===== config.mk =====
export PLATFORM = sky130hd
export DESIGN_NAME = pulse_run_ctrl
export DESIGN_NICKNAME = d
export VERILOG_FILES = /design/src/rtl/prc_pkg.sv /design/src/rtl/prc_cmd_decode.sv /design/src/rtl/prc_pulse_counter.sv /design/src/rtl/prc_run_fsm.sv /design/src/rtl/pulse_run_ctrl.sv
export SDC_FILE = /design/constraint.sdc
export NUM_CORES = 1
export LEC_CHECK = 0
export BUFFER_PORTS_ARGS = -buffer_cell sky130_fd_sc_hd__buf_4
export CAP_MARGIN = 0
export CORE_MARGIN = 3
export CORE_UTILIZATION = 40
export DETAILED_ROUTE_END_ITERATION = 8
export PLACE_DENSITY = 0.7
export SETUP_SLACK_MARGIN = 0.4
export SYNTH_ARGS = -nofsm -noshare
export SYNTH_HDL_FRONTEND = slang
export SYNTH_SLANG_ARGS = --single-unit

===== constraint.sdc =====
create_clock -name clk -period 3.15 [get_ports clk]
set_input_delay 0.945 -clock clk [delete_from_list [all_inputs] [get_ports clk]]
set_output_delay 0.945 -clock clk [all_outputs]
set_load 0.005 [all_outputs]

===== src/rtl/prc_pkg.sv =====
package prc_pkg;

   typedef enum logic [1:0] {
      ST_IDLE = 2'd0,
      ST_RUN  = 2'd1,
      ST_DONE = 2'd2
   } run_state_e;

   // decoded command for one cycle
   typedef struct packed {
      logic accept;   // write taken (power is up)
      logic start;    // accepted with non-zero count
      logic abort;    // zero-count write or power-down
      logic dir_bit;  // direction carried by the write
   } run_cmd_t;

endpackage


===== src/rtl/prc_cmd_decode.sv =====
module prc_cmd_decode
   import prc_pkg::*;
#(
   parameter int CNT_W   = 11,
   parameter int REG_W   = 16,
   parameter int DIR_POS = 11
) (
   input  logic             pd_n,
   input  logic             wr_en,
   input  logic [REG_W-1:0] wr_data,
   output run_cmd_t         cmd,
   output logic [CNT_W-1:0] target
);

   logic             accept;
   logic             zero_cnt;
   logic [CNT_W-1:0] field;

   assign field    = wr_data[CNT_W-1:0];
   assign zero_cnt = (field == '0);
   assign accept   = wr_en & pd_n;

   always_comb begin
      cmd.accept  = accept;
      cmd.start   = accept & ~zero_cnt;
      cmd.abort   = (accept & zero_cnt) | ~pd_n;
      cmd.dir_bit = wr_data[DIR_POS];
   end

   assign target = field;

endmodule


===== src/rtl/prc_pulse_counter.sv =====
module prc_pulse_counter #(
   parameter int CNT_W      = 11,
   parameter bit COUNT_DOWN = 1'b0
) (
   input  logic             clk,
   input  logic             rst_n,
   input  logic             pd_n,
   input  logic             load,
   input  logic [CNT_W-1:0] target_in,
   input  logic             tick,
   output logic             last
);

   generate
      if (COUNT_DOWN) begin : g_down
         // remaining pulses; final tick when one is left
         logic [CNT_W-1:0] rem_q;

         always_ff @(posedge clk or negedge rst_n) begin
            if (!rst_n) begin
               rem_q <= '0;
            end else if (!pd_n) begin
               rem_q <= '0;
            end else if (load) begin
               rem_q <= target_in;
            end else if (tick) begin
               rem_q <= rem_q - 1'b1;
            end
         end

         assign last = tick && (rem_q == CNT_W'(1));
      end else begin : g_up
         // pulses issued so far against the held target
         logic [CNT_W-1:0] cnt_q;
         logic [CNT_W-1:0] tgt_q;
         logic [CNT_W:0]   cnt_inc;

         assign cnt_inc = {1'b0, cnt_q} + 1'b1;

         always_ff @(posedge clk or negedge rst_n) begin
            if (!rst_n) begin
               cnt_q <= '0;
               tgt_q <= '0;
            end else if (!pd_n) begin
               cnt_q <= '0;
               tgt_q <= '0;
            end else if (load) begin
               cnt_q <= '0;
               tgt_q <= target_in;
            end else if (tick) begin
               cnt_q <= cnt_inc[CNT_W-1:0];
            end
         end

         assign last = tick && (cnt_inc == {1'b0, tgt_q});
      end
   endgenerate

endmodule


===== src/rtl/prc_run_fsm.sv =====
module prc_run_fsm
   import prc_pkg::*;
(
   input  logic     clk,
   input  logic     rst_n,
   input  run_cmd_t cmd,
   input  logic     last,
   output logic     run_en,
   output logic     dir,
   output logic     force_low,
   output logic     done
);

   run_state_e state_q, state_d;
   logic       run_q, off_q, dir_q;

   always_comb begin
      state_d = state_q;
      if (cmd.abort) begin
         state_d = ST_IDLE;
      end else if (cmd.start) begin
         state_d = ST_RUN;
      end else if (last && state_q == ST_RUN) begin
         state_d = ST_DONE;
      end
   end

   always_ff @(posedge clk or negedge rst_n) begin
      if (!rst_n) begin
         state_q <= ST_IDLE;
         run_q   <= 1'b0;
         off_q   <= 1'b1;
         dir_q   <= 1'b0;
      end else begin
         state_q <= state_d;
         run_q   <= (state_d == ST_RUN);
         off_q   <= (state_d != ST_RUN);
         if (cmd.accept) begin
            dir_q <= cmd.dir_bit;
         end
      end
   end

   assign run_en    = run_q;
   assign force_low = off_q;
   assign dir       = dir_q;
   assign done      = (state_q == ST_DONE);

endmodule


===== src/rtl/pulse_run_ctrl.sv =====
module pulse_run_ctrl
   import prc_pkg::*;
#(
   parameter int CNT_W      = 11,
   parameter int REG_W      = 16,
   parameter int DIR_POS    = 11,
   parameter bit COUNT_DOWN = 1'b0
) (
   input  logic             clk,
   input  logic             rst_n,
   input  logic             pd_n,
   input  logic             wr_en,
   input  logic [REG_W-1:0] wr_data,
   input  logic             period_done,
   output logic             run_en,
   output logic             dir,
   output logic             force_low,
   output logic             done
);

   localparam int MAX_PULSES = (1 << CNT_W) - 1;

   generate
      if (CNT_W < 1 || CNT_W > 24) begin : g_bad_cnt
         $error("pulse_run_ctrl: CNT_W out of range");
      end
      if (DIR_POS < CNT_W || DIR_POS >= REG_W) begin : g_bad_dir
         $error("pulse_run_ctrl: DIR_POS must sit above the count field inside the word");
      end
      if (MAX_PULSES < 1) begin : g_bad_max
         $error("pulse_run_ctrl: empty count range");
      end
   endgenerate

   run_cmd_t         cmd;
   logic [CNT_W-1:0] target;
   logic             tick;
   logic             last;
   logic             run_int;

   prc_cmd_decode #(
      .CNT_W   (CNT_W),
      .REG_W   (REG_W),
      .DIR_POS (DIR_POS)
   ) u_dec (
      .pd_n    (pd_n),
      .wr_en   (wr_en),
      .wr_data (wr_data),
      .cmd     (cmd),
      .target  (target)
   );

   // a write in the same cycle takes precedence over the strobe
   assign tick = period_done & run_int & ~cmd.accept & pd_n;

   prc_pulse_counter #(
      .CNT_W      (CNT_W),
      .COUNT_DOWN (COUNT_DOWN)
   ) u_cnt (
      .clk       (clk),
      .rst_n     (rst_n),
      .pd_n      (pd_n),
      .load      (cmd.accept),
      .target_in (target),
      .tick      (tick),
      .last      (last)
   );

   prc_run_fsm u_fsm (
      .clk       (clk),
      .rst_n     (rst_n),
      .cmd       (cmd),
      .last      (last),
      .run_en    (run_int),
      .dir       (dir),
      .force_low (force_low),
      .done      (done)
   );

   assign run_en = run_int;

endmodule


# [Word-level counts from Yosys, hierarchy flattened]
# Index checks and enable logic that the tools add are counted.
[totals] register_bits=27 input_bits=21 output_inout_bits=4 wordCells=35
[op_classes] n_addsub=1 eq_ne=7 n_mux=8 bitwise=10 n_reduce_logical=3
[ops] op="two-way mux 11 bit" count=5
[ops] op="adder 11 x 1 -> 12 bit (second input constant)" count=1
[ops] op="equality test 12 x 11 -> 1 bit" count=1
[ops] op="zero test 11 bit" count=1
[ops] op="bitwise AND 1 bit" count=6
[ops] op="two-way mux 2 bit" count=3
[ops] op="equality test 2 x 1 -> 1 bit (second input constant)" count=2
[ops] op="inequality test 2 x 1 -> 1 bit (second input constant)" count=2
[ops] op="inequality test 3 x 1 -> 1 bit (second input constant)" count=1
[ops] op="NOT 1 bit" count=3
[ops] op="equality test 2 bit (second input constant)" count=1
[ops] op="logical AND 1 bit" count=2
[ops] op="OR 1 bit" count=1

# [Depth between registers and ports, before layout]
[logic_depth] word_depth=10 mapped_depth=7 depth_no_buf=7

# [Modules after synthesis]
# From an unflattened synthesis, not the netlist that was laid out.
[unflattened] cells_unflattened=175 area_unflattened_um2=1707.9
[by_module_without_submodules] mod="prc_pulse_counter" instances=1 cells_per_inst=138 area_per_inst_um2=1340.0 seq_area_each_um2=550.5
[by_module_without_submodules] mod="prc_run_fsm" instances=1 cells_per_inst=15 area_per_inst_um2=202.7 seq_area_each_um2=126.4
[by_module_without_submodules] mod="prc_cmd_decode" instances=1 cells_per_inst=21 area_per_inst_um2=155.1 seq_area_each_um2=0.0
[by_module_without_submodules] mod="pulse_run_ctrl" instances=1 cells_per_inst=1 area_per_inst_um2=10.0 seq_area_each_um2=0.0

# [Worst setup path after synthesis]
# Ideal clock, no wire load.
[synth_path] kind="input to register" start="input port pd_n" end="register u_fsm.run_q, in the netlist u_fsm.run_en" setup_time_ps=138 t_arrival_ps=1947 t_required_ps=3012 slack_ps=1065 path_stages=6 n_path_buf=0 path_cell_list="nor2b_1 > nand2_1 > nor4_1 > nand3_1 > nor4_4 > a31oi_1"
[synth_via] elab_chain_len=10 elab_cells_between_ends=14 cone_classes="eq/ne (1); mux (3); bitwise (8); reduce/logical (2)"
[synth_rtl] item="start: declaration" line="pulse_run_ctrl.sv:11" rtl="input logic pd_n,"
[synth_rtl] item="bitwise AND 1 bit" line="prc_cmd_decode.sv:21" rtl="assign accept = wr_en & pd_n;"
[synth_rtl] item="NOT 1 bit" line="pulse_run_ctrl.sv:54" rtl="assign tick = period_done & run_int & ~cmd.accept & pd_n;"
[synth_rtl] item="bitwise AND 1 bit (2 in a row)" line="pulse_run_ctrl.sv:54"
[synth_rtl] item="logical AND 1 bit" line="prc_pulse_counter.sv:55" rtl="assign last = tick && (cnt_inc == {1'b0, tgt_q});"
[synth_rtl] item="logical AND 1 bit" line="prc_run_fsm.sv:23" rtl="end else if (last && state_q == ST_RUN) begin"
[synth_rtl] item="two-way mux 2 bit" line="prc_run_fsm.sv:23"
[synth_rtl] item="two-way mux 2 bit" line="prc_run_fsm.sv:21" rtl="end else if (cmd.start) begin"
[synth_rtl] item="two-way mux 2 bit *" line="prc_run_fsm.sv:19" rtl="if (cmd.abort) begin"
[synth_rtl] item="equality test 2 x 1 -> 1 bit *" line="prc_run_fsm.sv:36" rtl="run_q <= (state_d == ST_RUN);"
[synth_rtl] item="end signal: assignment" line="prc_run_fsm.sv:36"
[synth_rtl] item="end: declaration" line="prc_run_fsm.sv:15" rtl="logic run_q, off_q, dir_q;"
# Every way passes the cells marked *; elsewhere a longest branch is shown, timed or not.
# A chain may end at the register's enable or synchronous reset.

# [Final worst setup path]
[layout_path] start="input port wr_en" end="register u_fsm.run_q, in the netlist u_fsm.run_en"
[layout_via] elab_chain_len=10 elab_cells_between_ends=13 cone_classes="eq/ne (1); mux (3); bitwise (7); reduce/logical (2)"
[layout_rtl] item="start: declaration" line="pulse_run_ctrl.sv:12" rtl="input logic wr_en,"
[layout_rtl] item="bitwise AND 1 bit *" line="prc_cmd_decode.sv:21"
[layout_rtl] item="NOT 1 bit" line="pulse_run_ctrl.sv:54"
[layout_rtl] item="bitwise AND 1 bit (2 in a row)" line="pulse_run_ctrl.sv:54"
[layout_rtl] item="logical AND 1 bit" line="prc_pulse_counter.sv:55"
[layout_rtl] item="logical AND 1 bit" line="prc_run_fsm.sv:23"
[layout_rtl] item="two-way mux 2 bit" line="prc_run_fsm.sv:23"
[layout_rtl] item="two-way mux 2 bit" line="prc_run_fsm.sv:21"
[layout_rtl] item="two-way mux 2 bit *" line="prc_run_fsm.sv:19"
[layout_rtl] item="equality test 2 x 1 -> 1 bit *" line="prc_run_fsm.sv:36"
# Marked as above.

==> metrics.yaml <==
worst_setup_path:
  path_class: "input pin to flop"
  r2r_start: "u_cnt.g_up.cnt_q[2]"
  max_stage_delay_ps: 280
  path_cells: "buf_4 > nor2b_1 > nand2_1 > nor4_1 > nand3_1 > nor4_4 > a31oi_1"
  critPathLaunch: "wr_en"
  critPathArrivalTime_ps: 2320
  cpMaxStageDelayCell: "nor4_1"
  cp-start-kind: "input pin"
  cp_max_fo: 14
  cp_data_required_time_ps: 3290
  critPathCaptureType: "flop"
floorplanning:
  die_w_um: 67.8
  die_y_um: 67.8
  num_io_pins: 25
  die-area_sq_um: 4600
  core_area_sq_um: 3490
  initial_core_util_pct: 43.8
  num_rows: 21
synthesis:
  yosys.area_share.simple_pct: 22.6
  synth.net_count: 172
  syn_inst: 150
  netlist_area_sq_um: 1530
  syn_avg_cell_area_sq_um: 10.2
  synth_top_family_by_area: "simple AND/OR/NAND/NOR gates"
  ys_seq_elements: 27
  synth_mux_area_share_pct: 9.90
  synth_xor_area_share_pct: 11.5
  synth_compound_area_share_pct: 9.25
  ys_seq_area_share_pct: 44.3
  synthAdderAreaFrac_pct: 0.818
  yosysWarnings: 0
  synth.distinct_cells: 33
timing:
  hold_viol_final: 0
  fmax_ghz: 0.460
  finalSetupViolCount: 0
  layout_setup_ws_ps: 976
  finClkSkew_ps: 6.22
  relSlewSlack_pct: 70.8
  grt_setup_unrepaired: "no"
  tightest_slew_ps: 438
  final_max_slew_viol_count: 0
  period_minus_slack_ps: 2170
  fin_crit_sh_pct: 69.0
  setup_tns_ps: 0
pwr:
  total_power_uw: 664
  peakVddDrop_v: 0.000332
  powerDensity_nw_per_um2: 377
  power.leakage_nw: 0.746
detailed_routing:
  final_antenna_net_count: 0
  wirelength_um: 2990
  wire_per_inst_um: 14.0
  avgViaCountPerCell: 5.32
  drtIter0Drc: 72
  drc: 0
  via_count: 1139
  firstDrtPassIters: 4
placed_design:
  preCtsSetupSlack_ps: 663
  port_buffers: 20
  place_congestion: 0.857
  hpwl_um: 2280
cells_and_area:
  nFillCells: 320
  syn_to_final_growth_pct: 15.1
  final_util_pct: 50.4
  antenna_cells: 0
  multi_input_area_sq_um: 826
  drive_gt1_share_pct: 19.6
  seqCellArea_sq_um: 677
  num-nets-final: 191
clocking:
  clk_pin_slew_ps: 100
  htreeDepth: 1
  cts_buffers: 3
  clock_path_buffers: 2
  cts_tree: "yes"
  cts_hold_buffers: 0
  cts-root-buf: "clkbuf_8"
  cts_setup_buffers: 0
  cts_sinks: 27
  clkLatencyLatePin_ps: 280
  post_cts_resized: 0
global_route:
  grt_pass1_vias: 1084
  grt_max_degree: 28
  grtUsageTotal_pct: 14.8
  grt_first_pass_wirelength_um: 5190
  grt_overflow_total: 0
  grt_antenna_before_repair: 0
worst_hold_path:
  hp-class: "flop to flop"
  worstHoldStart: "u_fsm.dir"
run:
  drv_cap: 0
status:
  outcome: "finished clean"
kinds of logic (layout without fill, tap and decap cells):
| family | after synthesis | after routing |
|---|---|---|
| and+or+nand+nor | 58 | 58 |
| DFF | 27 | 27 |
| AOI/OAI and AO/OA | 23 | 23 |
| xor gates and xnor gates | 20 | 20 |
| muxes | 15 | 15 |
| buffers and inverters | 6 | 24 |
| adders and majority gates | 1 | 1 |
where the power goes:
group	switching [mW]	internal, mW	leakage, nW	total (mW)
registers	0.0121	0.360	0.361	0.372
logic	0.0425	0.0439	0.359	0.0864
clock network	0.112	0.0929	0.0261	0.205
total	0.167	0.497	0.746	0.664
area by class of cell:
type / instances / share of cell area [%]
Clock inverter: 1 / 0.498
Clock buffer: 3 / 2.35
Multi-Input combinational cell: 117 / 46.9
Tap cell: 46 / 3.27
Sequential cell: 27 / 38.5
Timing Repair Buffer: 20 / 8.53
worst paths after layout:
check | slack [ps] | endpoint | cells after the start
max | 980 | u_fsm.run_en | 7
min | 520 | u_fsm.dir | 1
max reg2reg | 1130 | u_fsm.run_en | 6
min reg2reg | 520 | u_fsm.dir | 1
max in group asynchronous | 2290 | u_fsm.force_low | 1
min in group asynchronous | 560 | u_cnt.g_up.cnt_q[10] | 1
placed cells by master, fill, tap and decap left out:
cell type,n
dfstp_2,1
mux2_2,1
nor4_1,3
xor2_1,10
o221ai_2,1
nor2b_1,13
a211oi_1,1
a31o_2,1
and3_1,2
or3_1,5
nor3_1,3
nand4_1,1
nand3_1,6
a31o_1,2
dfrtp_1,26
o21ai_0,9
nand2b_1,1
a31oi_1,2
buf_4,20
a21oi_1,7
nor3b_1,1
nand3_4,1
mux2i_1,14
nor2_1,8
nand2_1,8
inv_6,1
and2_1,2
nor4_2,1
xnor2_1,10
or2_2,2
nor4_4,1
clkbuf_8,3
ha_1,1
through the flow:
stage	hold slack, ps	cell area [sq um]	std cells
2_1_floorplan	504	1530	150
3_3_place_gp	493	1710	210
3_5_place_dp	501	1710	210
4_1_cts	528	1760	214
5_1_grt	555	1760	214
6_report	525	1760	214
per-layer routing:
layer / global-route usage [%] / up-vias / wire length (um)
met5: 0 / - / 0
met4: 0.993 / 0 / 4
met3: 4.27 / 2 / 145
met2: 22.2 / 25 / 1310
met1: 22.0 / 546 / 1520
li1: - / 566 / -
registers in the layout, indices dropped and copies added (netlist names):
| name | cells |
|---|---|
| u_fsm.dir | 1 |
| u_fsm.run_en | 1 |
| u_cnt.g_up.tgt_q | 11 |
| u_fsm.force_low | 1 |
| u_cnt.g_up.cnt_q | 11 |
| u_fsm.state_q | 2 |
critical path, delay by kind of cell:
family | cells | cell delay (ps)
AO/OA/AOI/OAI | 1 | 140
buffers and inverters | 1 | 190
AND/OR/NAND/NOR | 5 | 1060
synthesized netlist by cell type:
library cell / instances / area share (%)
a211oi_1: 1 / 0.49
a21oi_1: 7 / 2.3
a31o_1: 2 / 1.1
a31o_2: 1 / 0.57
a31oi_1: 2 / 0.82
and2_1: 2 / 0.82
and3_1: 2 / 0.82
buf_1: 1 / 0.25
buf_4: 1 / 0.49
clkbuf_1: 4 / 0.98
dfrtp_1: 26 / 43
dfstp_2: 1 / 1.7
ha_1: 1 / 0.82
mux2_2: 1 / 0.74
mux2i_1: 14 / 9.2
nand2_1: 8 / 2.0
nand2b_1: 1 / 0.41
nand3_1: 6 / 2.0
nand3_4: 1 / 1.1
nand4_1: 1 / 0.41
nor2_1: 8 / 2.0
nor2b_1: 13 / 5.3
nor3_1: 3 / 0.98
nor3b_1: 1 / 0.49
nor4_1: 3 / 1.2
nor4_2: 1 / 0.82
nor4_4: 1 / 1.4
o21ai_0: 9 / 2.9
o221ai_2: 1 / 0.98
or2_2: 2 / 0.82
or3_1: 5 / 2.0
xnor2_1: 10 / 5.7
xor2_1: 10 / 5.7
(Power assumes the default switching activity.)
